<file path="config.mk">
export PLATFORM = sky130hd
export DESIGN_NAME = circ_brev_agu
export DESIGN_NICKNAME = d
export VERILOG_FILES = /design/src/rtl/agu_pkg.sv /design/src/rtl/agu_brev.sv /design/src/rtl/agu_calc.sv /design/src/rtl/agu_regs.sv /design/src/rtl/circ_brev_agu.sv
export SDC_FILE = /design/constraint.sdc
export NUM_CORES = 1
export LEC_CHECK = 0
export ABC_CLOCK_PERIOD_IN_PS = 5610
export BUFFER_PORTS_ARGS = -buffer_cell sky130_fd_sc_hd__buf_2
export CAP_MARGIN = 15
export CORE_MARGIN = 8
export CORE_UTILIZATION = 40
export DETAILED_ROUTE_END_ITERATION = 8
export GPL_TIMING_DRIVEN = 1
export PLACE_DENSITY_LB_ADDON = 0.08
export SYNTH_ARGS = -nofsm -noshare
export SYNTH_HDL_FRONTEND = slang
export SYNTH_HIERARCHICAL = 1
export SYNTH_SLANG_ARGS = --single-unit
</file>
<file path="constraint.sdc">
create_clock -name clk -period 5.61 [get_ports clk]
set_input_delay 0.2805 -clock clk [delete_from_list [all_inputs] [get_ports clk]]
set_output_delay 0.2805 -clock clk [all_outputs]
set_load 0.02 [all_outputs]
</file>
<file path="src/rtl/agu_pkg.sv">
package agu_pkg;
  typedef enum logic [2:0] {
    AM_IND     = 3'd0,
    AM_POSTINC = 3'd1,
    AM_PREDEC  = 3'd2,
    AM_CINC    = 3'd3,
    AM_CDEC    = 3'd4,
    AM_BREV    = 3'd5
  } agu_mode_e;

  typedef enum logic [1:0] {
    RS_PTR   = 2'd0,
    RS_LOWER = 2'd1,
    RS_UPPER = 2'd2,
    RS_STEP  = 2'd3
  } agu_reg_e;
endpackage

</file>
<file path="src/rtl/agu_brev.sv">
module agu_brev #(
  parameter int AW  = 16,
  parameter int BRW = 4
) (
  input  logic [AW-1:0]  din,
  input  logic [BRW-1:0] nbits,
  output logic [AW-1:0]  dout
);
  int nval;
  always_comb nval = (int'(nbits) > AW) ? AW : int'(nbits);

  for (genvar i = 0; i < AW; i++) begin : g_bit
    logic b;
    always_comb begin
      b = din[i];
      if (i < nval) begin
        for (int k = 0; k < AW; k++) begin
          if (k == nval - 1 - i) b = din[k];
        end
      end
    end
    assign dout[i] = b;
  end
endmodule

</file>
<file path="src/rtl/agu_calc.sv">
module agu_calc
  import agu_pkg::*;
#(
  parameter int AW  = 16,
  parameter int BRW = 4
) (
  input  logic [2:0]     mode,
  input  logic [BRW-1:0] nbits,
  input  logic [AW-1:0]  ptr,
  input  logic [AW-1:0]  lower,
  input  logic [AW-1:0]  upper,
  input  logic [AW-1:0]  step,
  output logic [AW-1:0]  ea,
  output logic [AW-1:0]  nxt_ptr,
  output logic           moves,
  output logic           wrap_hi,
  output logic           wrap_lo
);
  function automatic logic [AW-1:0] circ_up(input logic [AW-1:0] p, lo, hi, s);
    logic [AW:0] sum, over;
    sum  = {1'b0, p} + {1'b0, s};
    over = sum - {1'b0, hi} - 1'b1;
    return (sum > {1'b0, hi}) ? lo + over[AW-1:0] : sum[AW-1:0];
  endfunction

  function automatic logic [AW-1:0] circ_down(input logic [AW-1:0] p, lo, hi, s);
    logic [AW:0] need, under;
    need  = {1'b0, lo} + {1'b0, s};
    under = need - {1'b0, p} - 1'b1;
    return ({1'b0, p} < need) ? hi - under[AW-1:0] : p - s;
  endfunction

  logic [AW-1:0] rev_addr, inc_lin, dec_lin, inc_circ, dec_circ;

  agu_brev #(.AW(AW), .BRW(BRW)) u_brev (.din(ptr), .nbits(nbits), .dout(rev_addr));

  always_comb begin
    inc_lin  = ptr + step;
    dec_lin  = ptr - step;
    inc_circ = circ_up(ptr, lower, upper, step);
    dec_circ = circ_down(ptr, lower, upper, step);
    wrap_hi  = (mode == AM_CINC) && (({1'b0, ptr} + {1'b0, step}) > {1'b0, upper});
    wrap_lo  = (mode == AM_CDEC) && ({1'b0, ptr} < ({1'b0, lower} + {1'b0, step}));
    ea       = ptr;
    nxt_ptr  = ptr;
    moves    = 1'b1;
    case (mode)
      AM_POSTINC: nxt_ptr = inc_lin;
      AM_PREDEC:  begin nxt_ptr = dec_lin;  ea = dec_lin;  end
      AM_CINC:    nxt_ptr = inc_circ;
      AM_CDEC:    begin nxt_ptr = dec_circ; ea = dec_circ; end
      AM_BREV:    begin nxt_ptr = inc_lin;  ea = rev_addr; end
      default:    moves = 1'b0;
    endcase
  end
endmodule

</file>
<file path="src/rtl/agu_regs.sv">
module agu_regs
  import agu_pkg::*;
#(
  parameter int AW = 16
) (
  input  logic          clk,
  input  logic          rst_n,
  input  logic          wr_en,
  input  logic [1:0]    wr_sel,
  input  logic [AW-1:0] wr_data,
  input  logic          upd_en,
  input  logic [AW-1:0] upd_ptr,
  output logic [AW-1:0] ptr_q,
  output logic [AW-1:0] lower_q,
  output logic [AW-1:0] upper_q,
  output logic [AW-1:0] step_q
);
  always_ff @(posedge clk) begin
    if (!rst_n) begin
      ptr_q   <= '0;
      lower_q <= '0;
      upper_q <= '0;
      step_q  <= AW'(1);
    end else begin
      if (wr_en && wr_sel == RS_LOWER) lower_q <= wr_data;
      if (wr_en && wr_sel == RS_UPPER) upper_q <= wr_data;
      if (wr_en && wr_sel == RS_STEP)  step_q  <= wr_data;
      if (wr_en && wr_sel == RS_PTR)   ptr_q   <= wr_data;
      else if (upd_en)                 ptr_q   <= upd_ptr;
    end
  end
endmodule

</file>
<file path="src/rtl/circ_brev_agu.sv">
module circ_brev_agu
  import agu_pkg::*;
#(
  parameter int AW  = 16,
  parameter int BRW = 4
) (
  input  logic           clk,
  input  logic           rst_n,
  input  logic           wr_en,
  input  logic [1:0]     wr_sel,
  input  logic [AW-1:0]  wr_data,
  input  logic           req_valid,
  input  logic [2:0]     req_mode,
  input  logic [BRW-1:0] brev_bits,
  output logic           addr_valid,
  output logic [AW-1:0]  addr_out,
  output logic [AW-1:0]  ptr_out
);
  logic [AW-1:0] lower_q, upper_q, step_q, ea, nxt_ptr;
  logic          moves, wrap_hi, wrap_lo, ptr_wr_hit, upd_en;

  assign ptr_wr_hit = wr_en && (wr_sel == RS_PTR);
  assign upd_en     = req_valid && moves;

  agu_regs #(.AW(AW)) u_regs (
    .clk(clk), .rst_n(rst_n), .wr_en(wr_en), .wr_sel(wr_sel), .wr_data(wr_data),
    .upd_en(upd_en), .upd_ptr(nxt_ptr),
    .ptr_q(ptr_out), .lower_q(lower_q), .upper_q(upper_q), .step_q(step_q)
  );

  agu_calc #(.AW(AW), .BRW(BRW)) u_calc (
    .mode(req_mode), .nbits(brev_bits), .ptr(ptr_out), .lower(lower_q),
    .upper(upper_q), .step(step_q), .ea(ea), .nxt_ptr(nxt_ptr), .moves(moves),
    .wrap_hi(wrap_hi), .wrap_lo(wrap_lo)
  );

  always_ff @(posedge clk) begin
    if (!rst_n) begin
      addr_valid <= 1'b0;
      addr_out   <= '0;
    end else begin
      addr_valid <= req_valid;
      if (req_valid) addr_out <= ea;
    end
  end
endmodule

</file>
Yosys cells after proc, flatten, opt, wreduce, memory -nomap -nowiden
Index checks and enable logic that the tools add are counted.
Widths: inputs -> output; s select.

word-level totals
  bits of input ports = 29
  register bits = 81

cells by class
  magnitude comparators = 18
  mux-type cells = 278
  equality and inequality tests = 248
  reductions and logical operators = 26
  add/subtract/negate cells = 26

operator list
  operator               number
  $eq 5x32->1 const A    112
  $eq 4x32->1 const A    56
  $eq 3x32->1 const A    28
  $logic_not 32->1       15
  $eq 2x32->1 const A    14
  $mux 1                 272
  $mux 16                4
  $pmux 16 s4            1
  $sub 16x16->16         4
  $eq 5x6->1 const A     8
  $pmux 16 s3            1
  $sub 5x5->6 const B    8
  $eq 5x5->1 const A     8
  $add 16x16->17         2
  $add 16x16->16         2
  $lt 4x4->1 const A     8
  $sub 16x1->16 const B  2
  $eq 4x6->1 const A     4
  $sub 5x4->6 const B    4
  $eq 4x5->1 const A     4
  $gt 17x16->1           1
  $lt 16x17->1           1
  $lt 3x4->1 const A     4
  $eq 3x6->1 const A     2
  20 further kinds       31

Depth between registers and ports, before layout
  depth after elaboration = 21
  gate-level depth with buffers = 25

Cells and area by module
The synthesis kept the hierarchy.

modules (own cells, without submodules)
  module         instances  sequential area each (sq um)  area an instance (sq um)  cells an instance
  agu_calc       1          0.0                           5898.2                    781
  agu_brev       1          0.0                           3681.0                    613
  agu_regs       1          1281.2                        2596.2                    251
  circ_brev_agu  1          340.3                         650.6                     54

Worst setup path after synthesis
Ideal clock, no wire load.

  path kind = reg2reg
  start = reg u_regs.ptr_q[1]
  end = reg u_regs.ptr_q[14]
  arrival = 4798 ps
  clock period less this slack = 4950 ps
  cell stages (with the launch flop) = 24
  setup time = 152 ps
  path slack = 660 ps
  buffers on the path = 0
  cell sequence = dfxtp_1 > ha_1 > nand2b_1 > a221oi_1 > o41a_1 > a21oi_1 > o21ai_0 > a21oi_1 > xnor2_1 > inv_1 > fa_1 > inv_1 > ha_1 > a21oi_1 > nor2_1 > nor2_1 > o21ai_0 > a2111oi_0 > nor3_1 > xnor2_1 > o221ai_1 > o32a_1 > mux2i_1 > a221oi_2

between the ends
  word-level cells in the longest chain between the ends = 8
  elaborated cells on any way between the ends = 16

ends and longest elaborated chain
  element                 line                 RTL
  start, declared         agu_regs.sv:13       output logic [AW-1:0] ptr_q,
  start signal, assigned  agu_regs.sv:28       if (wr_en && wr_sel == RS_PTR) ptr_q <= wr_data;
  start signal, assigned  agu_regs.sv:29       else if (upd_en) ptr_q <= upd_ptr;
  $add 16x16->17          agu_calc.sv:21       sum = {1'b0, p} + {1'b0, s};
  $sub 16x16->16          agu_calc.sv:22       over = sum - {1'b0, hi} - 1'b1;
  $sub 16x1->16           agu_calc.sv:22
  $add 16x16->16          agu_calc.sv:23       return (sum > {1'b0, hi}) ? lo + over[AW-1:0] : sum[AW-1:0];
  $mux 16                 agu_calc.sv:23
  $pmux 16 s4 (*)         agu_calc.sv:47       case (mode)
  via nxt_ptr[14]         circ_brev_agu.sv:19  logic [AW-1:0] lower_q, upper_q, step_q, ea, nxt_ptr;
  $mux 16 (*)             agu_regs.sv:29
  $mux 16 (*)             agu_regs.sv:28

The timed path passes the listed nets; every way through them passes the cells marked *. The select of a mux whose other input is x is not followed.
A chain may end at the register's enable or synchronous reset.

Worst setup path in the final report
  start = reg u_regs.step_q[1]
  end = reg u_regs.ptr_q[15]

between the ends
  word-level cells in the longest chain between the ends = 8
  elaborated cells on any way between the ends = 17

ends and longest elaborated chain
  element                                                  line                            RTL
  start, declared                                          agu_regs.sv:16                  output logic [AW-1:0] step_q
  start signal, assigned                                   agu_regs.sv:27                  if (wr_en && wr_sel == RS_STEP) step_q <= wr_data;
  $add 16x16->17, on equally long branches                 agu_calc.sv:28, agu_calc.sv:21
  $sub 16x16->16, on equally long branches                 agu_calc.sv:29, agu_calc.sv:22
  $sub 16x1->16, on equally long branches                  agu_calc.sv:29, agu_calc.sv:22
  $sub 16x16->16 / $add 16x16->16 (equally long branches)  agu_calc.sv:30, agu_calc.sv:23
  $mux 16, on equally long branches                        agu_calc.sv:30, agu_calc.sv:23
  $pmux 16 s4 (*)                                          agu_calc.sv:47
  via nxt_ptr[15]                                          circ_brev_agu.sv:19
  $mux 16 (*)                                              agu_regs.sv:29
  $mux 16 (*)                                              agu_regs.sv:28

Marked as above.

==> results.txt <==
top cell type by total area after synthesis - dfxtp_1
chip width - 195 um
Initial Util - 0.406
fin crit period - 5370 ps
Clock Skew - 7.60 ps
Syn Inst Count - 1699
Post-synth EDFFs - 0
num rows - 65
clk_lat worst skew - 360 ps
Crit. End Element - flop
Max Root-Sink Buffers - 2
first-pass GRT wire length - 77200 um
sequential element share of the synthesized area - 0.126
Final nets - 1894
largest cells by area after synthesis - dfxtp_1 (13%), ha_1 (12%), mux2i_1 (6.6%), nand2_1 (5.7%), fa_1 (5.3%)
CP required - 5850 ps
CTS clk-pin slew, worst paths - 70 ps
Levels on crit path - 22
Pwr Total - 3.86 mW
CTS buffer count - 9
Synth Area per Inst - 7.55 um2
FFs w/ async S/R, synth - 0
HPWL after detailed placement - 40000 um
Final Routed Wirelength - 51100 um
status - complete, no violations
postcts setup bufs - 0
Layout Cells excl Fill - 2114
CTS H-tree lvls - 3
Placement Setup Slack - 46.9 ps
die footprint - 38100 um2
Final ANT Viol Nets - 0
startpoint class of the critical path - flop
Mapped Area - 12800 um2
Slew @ Worst Pin - 1060 ps
num ports - 62
Rel. slew slack - 0.293
crit path max fanout - 5
cell mode on critical path - a21oi_1
max-cap viol count - 0
Synth top area share - 0.126
PortBufs - 61
vias - 13100
worst-path cell chain - buf_4 > ha_1 > a21o_1 > a21oi_1 > o21bai_1 > a21o_1 > a21oi_1 > o21ai_1 > a21oi_1 > xnor2_1 > fa_1 > ha_1 > nand2_1 > o21ai_0 > or4_1 > a41oi_1 > o21ai_0 > xnor2_1 > a21boi_0 > a31oi_1 > mux2i_1 > a221oi_1
CP max stage cell - or4_1
DR vias/cell - 6.20
largest net degree at the start of global routing - 70
Synth-to-Final Area Change - 7.62%
Routed wire per std cell - 24.2 um
Placer Congestion - 0.991
CTS tree - done
critical setup path kind - reg -> reg
share of layout cells above drive strength 1 - 0.127
Slew Viols, Final - 0
number of global-route vias before repair - 12800
R2R cell count - 22
VDD IR max - 191 uV
final hold violations - 0
Root Driver - clkbuf_16
Ant. Diodes - 0
Post-Route Setup TNS - 0 ps
clk sink count - 81
Core Area - 31600 um2
global-route usage over all layers - 0.260
Initial DRC Count - 1173
Bufs and invs on worst path - 1
final worst setup slack - 235 ps
worst min path class - in -> reg
post-synth net total - 1886
Die H - 195 um
DRC errors left - 0
dpl cells - 2098
initial antenna violation count - 0
P_leak - 5.92 nW
Pre-Repair DR Iteration Count - 7
CP Data Arrival Time - 5620 ps
commonest non-fill, non-tap cell in the layout - nand2_1
grt total ovfl - 0
commonest cells after routing, fill and taps aside - nand2_1 (194), a21oi_1 (133), nor2_1 (130), ha_1 (123), inv_1 (105)
Post-synth top flop - dfxtp_1
Power Dens Cells - 279 nW/um2
Min Hold Slack - 225 ps
Yosys cell types - 112
synthesis warning total - 6
final worst-path cycle share - 0.958
Final setup violation count - 0
delay-heaviest family, CP - compound AO/OA/AOI/OAI gates
fmax - 186 MHz
Worst path max stage delay - 570 ps
hold-critical path depth - 3
Yosys reg bits - 81
[path summary, 6_finish.rpt]
kind / startpoint / to / slack (ps)
worst min-delay path: wr_data[8] / u_regs/step_q[8]$_SDFFE_PN0P_ / 230
worst max register to register: u_regs/step_q[1]$_SDFFE_PN0P_ / u_regs/ptr_q[15]$_SDFFE_PN0P_ / 240
worst min register to register: u_regs/lower_q[3]$_SDFFE_PN0P_ / u_regs/lower_q[3]$_SDFFE_PN0P_ / 500
worst max-delay path: u_regs/step_q[1]$_SDFFE_PN0P_ / u_regs/ptr_q[15]$_SDFFE_PN0P_ / 240
[metrics by stage]
stage               utilization  instance area (um2)
floorplan                     -                12800
global placement          0.426                13400
detailed placement        0.426                13400
CTS                       0.435                13700
global route              0.437                13800
finish                    0.437                13800
[synth_stat cells (all sizes together), types with 17 or more instances]
master and instances:
o21ai 90, nor2b 41, inv 106, a211oi 17
fa 34, clkbuf 63, nor2 131, nand2b 22
a21o 17, nand3 37, mux2i 86, xor2 20
nor3 38, nand2 194, a21oi 136, a221oi 32
dfxtp 81, ha 124, a31oi 30, xnor2 60
buf 65
[layout make-up]
type,instances,area (um2)
inverters,108,405
multi-input cells,1382,10200
clock inverters,6,67.6
fillers,3315,17800
repair buffers,125,786
clock buffers,10,229
flip-flops and latches,81,1620
well taps,402,503
[state kept, by name, summed over array words and instances, names as in the netlist]
signal and flops:
addr_out 16, addr_valid 1, u_regs/lower_q 16, u_regs/ptr_q 16, u_regs/step_q 16, u_regs/upper_q 16
[cell families (layout without fill, tap and decap cells)]
| logic type | count (synthesis) | count (layout) | share of synthesized area |
|---|---|---|---|
| fa+ha+maj | 158 | 158 | 0.174 |
| buf+inv | 236 | 249 | 0.0845 |
| mux | 94 | 94 | 0.0747 |
| flops | 81 | 81 | 0.126 |
| compound gates | 501 | 501 | 0.279 |
| xor+xnor | 80 | 80 | 0.0567 |
| simple gates | 549 | 549 | 0.205 |
[metal layers]
metal	vias to the layer above	routed length, um	GRT usage
li1	6161	-	-
met1	6337	22200	0.328
met2	498	24100	0.440
met3	110	2740	0.0303
met4	0	2090	0.114
met5	-	0	0
[worst reg2reg max path, stage by stage, from the launching register on]
cell	delay (ps)
dfxtp_1	310
buf_4	150
ha_1	270
a21o_1	180
a21oi_1	210
o21bai_1	90
a21o_1	210
a21oi_1	210
o21ai_1	160
a21oi_1	210
xnor2_1	220
fa_1	490
ha_1	390
nand2_1	100
o21ai_0	110
or4_1	570
a41oi_1	300
o21ai_0	150
xnor2_1	170
a21boi_0	150
a31oi_1	230
mux2i_1	90
a221oi_1	300
[what timing repair did]
item / in CTS / in global routing
hold buffers: 0 / 0
setup endpoints to repair: 0 / 29
resized for setup: 0 / 18
[where the power goes]
group / switching, mW / internal (mW)
clock network: 0.276 / 0.347
logic: 1.55 / 1.02
registers: 0.0495 / 0.614
No activity file was read; power rests on OpenSTA's default activity.
